==> src/rtl/adc_seq_pkg.sv <==
package adc_seq_pkg;

    localparam int NUM_CH   = 16;
    localparam int CH_W     = 4;
    localparam int ADDR_W   = 5;
    localparam int CSR_ADDR = 16;

    typedef enum logic [1:0] {
        MODE_SINGLE = 2'b00,
        MODE_SCAN   = 2'b01,
        MODE_RSV_A  = 2'b10,
        MODE_RSV_B  = 2'b11
    } adc_mode_e;

    // field order matches the register bit layout, msb first
    typedef struct packed {
        logic            flag;
        logic            ie;
        adc_mode_e       mode;
        logic [CH_W-1:0] ch;
    } adc_csr_t;

    typedef struct packed {
        logic            scan;
        logic [CH_W-1:0] first;
        logic [CH_W-1:0] last;
    } adc_plan_t;

    typedef enum logic {SEQ_IDLE, SEQ_BUSY} seq_state_e;

    function automatic adc_plan_t plan_from_csr(input adc_csr_t c);
        adc_plan_t p;
        p.scan = (c.mode == MODE_SCAN);
        p.last = c.ch;
        p.first = p.scan ? {c.ch[CH_W-1:2], 2'b00} : c.ch;
        return p;
    endfunction

endpackage

==> src/rtl/adc_csr.sv <==
module adc_csr
    import adc_seq_pkg::*;
(
    input  logic     clk,
    input  logic     rst,
    input  logic     stby,
    input  logic     rd_csr,
    input  logic     wr_csr,
    input  logic [7:0] wdata,
    input  logic     set_evt,
    input  logic     dma_ack,
    output adc_csr_t csr_q,
    output logic     armed
);

    logic clr_req;
    logic flag_nxt;
    logic armed_nxt;

    always_comb begin
        clr_req  = (wr_csr && !wdata[7] && armed) || dma_ack;
        flag_nxt = csr_q.flag;
        if (set_evt)      flag_nxt = 1'b1;
        else if (clr_req) flag_nxt = 1'b0;

        armed_nxt = armed;
        if (wr_csr)                 armed_nxt = 1'b0;
        if (rd_csr && csr_q.flag)   armed_nxt = 1'b1;
        if (!flag_nxt)              armed_nxt = 1'b0;
    end

    always_ff @(posedge clk) begin
        if (rst || stby) begin
            csr_q <= '0;
            armed <= 1'b0;
        end else begin
            csr_q.flag <= flag_nxt;
            armed      <= armed_nxt;
            if (wr_csr) begin
                csr_q.ie   <= wdata[6];
                csr_q.mode <= adc_mode_e'(wdata[5:4]);
                csr_q.ch   <= wdata[3:0];
            end
        end
    end

endmodule

==> src/rtl/adc_sequencer.sv <==
module adc_sequencer
    import adc_seq_pkg::*;
(
    input  logic            clk,
    input  logic            rst,
    input  logic            stby,
    input  logic            start,
    input  logic            stop,
    input  adc_csr_t        csr_q,
    input  logic            conv_done,
    output logic            conv_req,
    output logic [CH_W-1:0] conv_ch,
    output logic            wr_en,
    output logic [CH_W-1:0] wr_ch,
    output logic            set_evt,
    output logic            one_shot
);

    seq_state_e      state;
    adc_plan_t       plan;
    logic [CH_W-1:0] cur;
    logic            stop_pend;
    logic            busy;
    logic            at_last;

    assign busy     = (state == SEQ_BUSY);
    assign at_last  = (cur == plan.last);
    assign conv_req = busy;
    assign conv_ch  = cur;
    assign wr_en    = busy && conv_done;
    assign wr_ch    = cur;
    assign set_evt  = wr_en && at_last;
    assign one_shot = busy && !plan.scan;

    always_ff @(posedge clk) begin
        if (rst || stby) begin
            state     <= SEQ_IDLE;
            plan      <= '0;
            cur       <= '0;
            stop_pend <= 1'b0;
        end else begin
            case (state)
                SEQ_IDLE: begin
                    if (start) begin
                        plan      <= plan_from_csr(csr_q);
                        cur       <= plan_from_csr(csr_q).first;
                        stop_pend <= 1'b0;
                        state     <= SEQ_BUSY;
                    end
                end
                SEQ_BUSY: begin
                    if (stop) stop_pend <= 1'b1;
                    if (conv_done) begin
                        if (stop || stop_pend || !plan.scan) begin
                            state <= SEQ_IDLE;
                        end else if (at_last) begin
                            cur <= plan.first;
                        end else begin
                            cur <= cur + 1'b1;
                        end
                    end
                end
                default: state <= SEQ_IDLE;
            endcase
        end
    end

endmodule

==> src/rtl/adc_result_bank.sv <==
module adc_result_bank
    import adc_seq_pkg::*;
#(
    parameter int RES_W = 10
) (
    input  logic             clk,
    input  logic             rst,
    input  logic             wr_en,
    input  logic [CH_W-1:0]  wr_ch,
    input  logic [RES_W-1:0] wr_data,
    input  logic [CH_W-1:0]  rd_ch,
    output logic [RES_W-1:0] rd_data
);

    logic [RES_W-1:0] regs [NUM_CH];

    for (genvar g = 0; g < NUM_CH; g++) begin : g_reg
        always_ff @(posedge clk) begin
            if (rst)
                regs[g] <= '0;
            else if (wr_en && (wr_ch == CH_W'(g)))
                regs[g] <= wr_data;
        end
    end

    assign rd_data = regs[rd_ch];

endmodule

==> src/rtl/adc_seq_ctrl.sv <==
module adc_seq_ctrl
    import adc_seq_pkg::*;
#(
    parameter int RES_W = 10,
    localparam int RD_W = (RES_W > 8) ? RES_W : 8
) (
    input  logic              clk,
    input  logic              rst,
    input  logic              stby,
    input  logic              bus_rd,
    input  logic              bus_wr,
    input  logic [ADDR_W-1:0] bus_addr,
    input  logic [7:0]        bus_wdata,
    output logic [RD_W-1:0]   bus_rdata,
    input  logic              start,
    input  logic              stop,
    output logic              conv_req,
    output logic [CH_W-1:0]   conv_ch,
    input  logic              conv_done,
    input  logic [RES_W-1:0]  conv_result,
    input  logic              dma_ack,
    output logic              irq
);

    adc_csr_t         csr_q;
    logic             armed;
    logic             rd_csr, wr_csr;
    logic             wr_en, set_evt, one_shot;
    logic [CH_W-1:0]  wr_ch;
    logic [RES_W-1:0] bank_rd;

    assign rd_csr = bus_rd && (bus_addr == ADDR_W'(CSR_ADDR));
    assign wr_csr = bus_wr && (bus_addr == ADDR_W'(CSR_ADDR));

    adc_csr u_csr (
        .clk(clk), .rst(rst), .stby(stby),
        .rd_csr(rd_csr), .wr_csr(wr_csr), .wdata(bus_wdata),
        .set_evt(set_evt), .dma_ack(dma_ack),
        .csr_q(csr_q), .armed(armed)
    );

    adc_sequencer u_seq (
        .clk(clk), .rst(rst), .stby(stby),
        .start(start), .stop(stop), .csr_q(csr_q),
        .conv_done(conv_done), .conv_req(conv_req), .conv_ch(conv_ch),
        .wr_en(wr_en), .wr_ch(wr_ch), .set_evt(set_evt), .one_shot(one_shot)
    );

    adc_result_bank #(.RES_W(RES_W)) u_bank (
        .clk(clk), .rst(rst),
        .wr_en(wr_en), .wr_ch(wr_ch), .wr_data(conv_result),
        .rd_ch(bus_addr[CH_W-1:0]), .rd_data(bank_rd)
    );

    always_comb begin
        bus_rdata = '0;
        if (bus_addr == ADDR_W'(CSR_ADDR))
            bus_rdata[7:0] = csr_q;
        else if (!bus_addr[ADDR_W-1])
            bus_rdata[RES_W-1:0] = bank_rd;
    end

    assign irq = csr_q.flag && csr_q.ie;

endmodule

==> config.mk <==
export PLATFORM = sky130hd
export DESIGN_NAME = adc_seq_ctrl
export DESIGN_NICKNAME = d
export VERILOG_FILES = /design/src/rtl/adc_seq_pkg.sv /design/src/rtl/adc_csr.sv /design/src/rtl/adc_sequencer.sv /design/src/rtl/adc_result_bank.sv /design/src/rtl/adc_seq_ctrl.sv
export SDC_FILE = /design/constraint.sdc
export NUM_CORES = 1
export LEC_CHECK = 0
export BUFFER_PORTS_ARGS = -buffer_cell sky130_fd_sc_hd__buf_2
export CORE_MARGIN = 1.5
export CORE_UTILIZATION = 35
export CTS_CLUSTER_DIAMETER = 30
export DETAILED_ROUTE_END_ITERATION = 6
export PLACE_DENSITY_LB_ADDON = 0.1
export SYNTH_ARGS = -nofsm -noshare
export SYNTH_HDL_FRONTEND = slang
export SYNTH_SLANG_ARGS = --single-unit
==> constraint.sdc <==
create_clock -name clk -period 2.7 [get_ports clk]
set_clock_uncertainty 0.1 [all_clocks]
set_input_delay 0.54 -clock clk [delete_from_list [all_inputs] [get_ports clk]]
set_output_delay 0.54 -clock clk [all_outputs]
set_load 0.01 [all_outputs]
==> flow_summary.toml <==
[power]
total_power_mw = 6.239
ir_drop_uv = 287.5
static-leakage-power_nw = 3.884
pwr_density_cell_mw_per_mm2 = 605.1

[clock_tree]
numCtsBuffers = 17
cts_sinks = 182
clock_path_buffers = 2
cts_root_buffer = "clkbuf_16"
htreeDepth = 4
cts_tree = "built"
clock_latency_ps = 440
post_cts_buffers = 0
hold_buffers = 0
path_clk_slew_ps = 80

[critical_path]
path_cells = "mux4_2, mux4_2, nor2b_4, buf_6"
r2r_setup_slack_ps = 690
start_kind = "flip-flop"
crit_required_ps = 2060
cp.buffers_inverters = 1
crit_family = "multiplexers"
path_depth = 4
r2r_end = "u_seq.conv_ch[0]$_SDFFE_PP0P_"
cpPeakStageDelay_ps = 530
worstSetupEndpointType = "output port"
crit_start = "u_bank.regs[9][8]$_SDFFCE_PN0P_"
reg2reg_depth = 5
timing.rr.start = "u_seq.conv_req$_SDFF_PP0_"
cp_max_fo = 1
critPathKind = "flip-flop to output port"
crit_end = "bus_rdata[8]"
crit_slowest_cell = "mux4_2"
cp.arrival_ps = 2170
cpMostUsedCell = "mux4_2"

[synthesis]
ys_types = 43
synth-seq-area-share_pct = 60.60
syn_nets = 649
synth_warnings = 0
synth_ff_type = "edfxtp_1"
synthesis.area_mm2 = 0.008655
synthCells = 613
async_flop_share_pct = 0
yosys_register_bits = 182
avgSynthCellArea_um2 = 14.12
synth_edf_count = 160

[timing]
drv_slew = 0
period_minus_slack_ps = 2809
rsz0062_at_grt = "yes"
setup_violations = 1
period_share_pct = 104.1
worstMarginPinSlew_ps = 571.8
worst_slack_ps = -109.5
slew-limit-headroom_pct = 61.80
final_hold_viol_count = 0
fmax_ghz = 0.3559

[floorplan]
start_util_pct = 35.59
die_y_um = 160.3
coreArea_mm2 = 0.02432
io_pins = 48
rows = 57
die_x_um = 160.3
die-area_mm2 = 0.02568

[hold_path]
hold_depth = 3
hold_class = "primary input to flip-flop"
hold_start = "bus_wdata[4]"

[routing]
drt_first_pass_iters = 5
vias_per_cell = 5.061
post_drt_wl_per_cell_um = 21.62
vias = 5258
totalWireLength_um = 22470
drt_iter0_markers = 429
drc_errors = 0
antenna_left = 0

[global_routing]
grt_max_degree = 23
grt_overflow = 0
grt_usage_pct = 18.30
antenna_found_initial = 0
grt_pass1_vias = 5212
grt_pass1_wl_um = 34090

[placed_design]
io_buffer_count = 47
dp_hpwl_um = 15800
place_inst = 1006
gp_congestion = 0.8223
dpl_cell_area_mm2 = 0.009558

[status]
failed_checks = "setup timing"
outcome = "complete, but fails checks"

[job]
maxCapViolations = 0

[layout]
drive_gt1_share_pct = 28.67
regArea_mm2 = 0.005245
multi_input_area_mm2 = 0.003216
layout.cells.non_filler = 1039
fin_area_mm2 = 0.01031
area_growth_pct = 19.14
n_fill_cell = 2207
diodes = 0
finalNetCount = 738
## flip-flops by register name, summed over array words and instances, names as in the netlist
register,cells
u_bank.regs,160
u_csr.csr_q,8
u_seq.plan,7
u_seq.conv_ch,4
u_csr.armed,1
u_seq.conv_req,1
u_seq.stop_pend,1
## placed cells by master (no fill, tap or decap), types with 5 or more instances in the layout
cell type / n
nor2_1: 28
buf_4: 48
clkinv_8: 5
mux4_2: 34
buf_12: 5
mux2_4: 8
inv_8: 5
inv_1: 7
edfxtp_1: 160
o21bai_1: 12
xor2_1: 5
and2_1: 163
nand2_1: 33
buf_2: 45
nand3_1: 14
clkbuf_16: 17
mux4_1: 7
nand2b_1: 9
a22oi_2: 11
a21oi_1: 20
dfxtp_1: 22
## routing by layer
layer  share of wire, %  global-route usage (%)  vias up
met5                  0                       0        -
met3                4.5                   3.247       21
met1                 48                   26.99     2661
met2                 46                   28.14      144
li1                   -                       -     2432
met4                1.1                   4.206        0
## repair_timing
item                                    CTS  global route
endpoints found under the setup margin   10            10
pin swaps                                 2             3
gates resized for setup                  31            24
gates cloned                              1             0
## power by group
group          internal, mW  leakage, nW  switching (mW)  total (mW)
clock                  1.35        0.298            1.24        2.58
combinational         0.215         1.75           0.276       0.491
sequential             3.13         1.83          0.0324        3.16
## metrics by stage
stage | utilization (%) | hold WS [ps] | setup WS (ps) | setup TNS (ps)
after floorplan | - | 331.2 | 174.6 | 0
after global placement | 39.30 | 343.9 | -274.7 | -2052
after detailed placement | 39.30 | 346.9 | -334.8 | -2185
after CTS | 42.12 | 233.0 | -81.71 | -112.5
after global routing | 42.40 | 242.2 | -103.7 | -196.9
final | 42.40 | 251.5 | -109.5 | -109.5
## cell type report
type | count | area share (%)
Tap cell | 324 | 3.932
Clock buffer | 17 | 4.126
Timing Repair Buffer | 104 | 7.693
Sequential cell | 182 | 50.87
Inverter | 7 | 0.2548
Multi-Input combinational cell | 390 | 31.19
Clock inverter | 15 | 1.942
## cell families after synthesis
| logic type | after synthesis | share of synthesized area [%] |
|---|---|---|
| flip-flops | 182 | 60.60 |
| multiplexers | 55 | 13.43 |
| XOR/XNOR | 6 | 0.6072 |
| buffers and inverters | 41 | 2.704 |
| AO/OA/AOI/OAI | 62 | 4.858 |
| adder cells (fa/ha/maj) | 4 | 0.5783 |
| AND/OR/NAND/NOR | 263 | 17.22 |
## worst min-delay path by stage
stage                             endpoint
2_1_floorplan   u_seq.plan[4]$_SDFFE_PP0P_
3_3_place_gp    u_seq.plan[5]$_SDFFE_PP0P_
3_5_place_dp    u_seq.plan[4]$_SDFFE_PP0P_
4_1_cts        u_csr.csr_q[0]$_SDFFE_PP0N_
5_1_grt        u_csr.csr_q[4]$_SDFFE_PP0N_
6_report       u_csr.csr_q[4]$_SDFFE_PP0N_
## tightest hold or removal path: stages
cell and delay, ps:
buf_2 100, nand3_1 60, a21oi_1 50
## synthesized netlist by cell type (7+ instances only)
master,n,area [um2]
and2_1,163,1020
edfxtp_1,160,4805
nand2_1,33,123.9
nor2_1,28,105.1
mux4_1,23,604.3
dfxtp_1,22,440.4
a21oi_1,20,100.1
clkbuf_1,19,71.32
mux4_2,18,405.4
a22oi_1,15,112.6
nand3_1,14,70.07
o21bai_1,12,90.09
mux2_2,10,112.6
nand2b_1,9,56.30
buf_6,7,78.83
inv_1,7,26.28
Note: power is estimated with default switching activity, not from simulation.
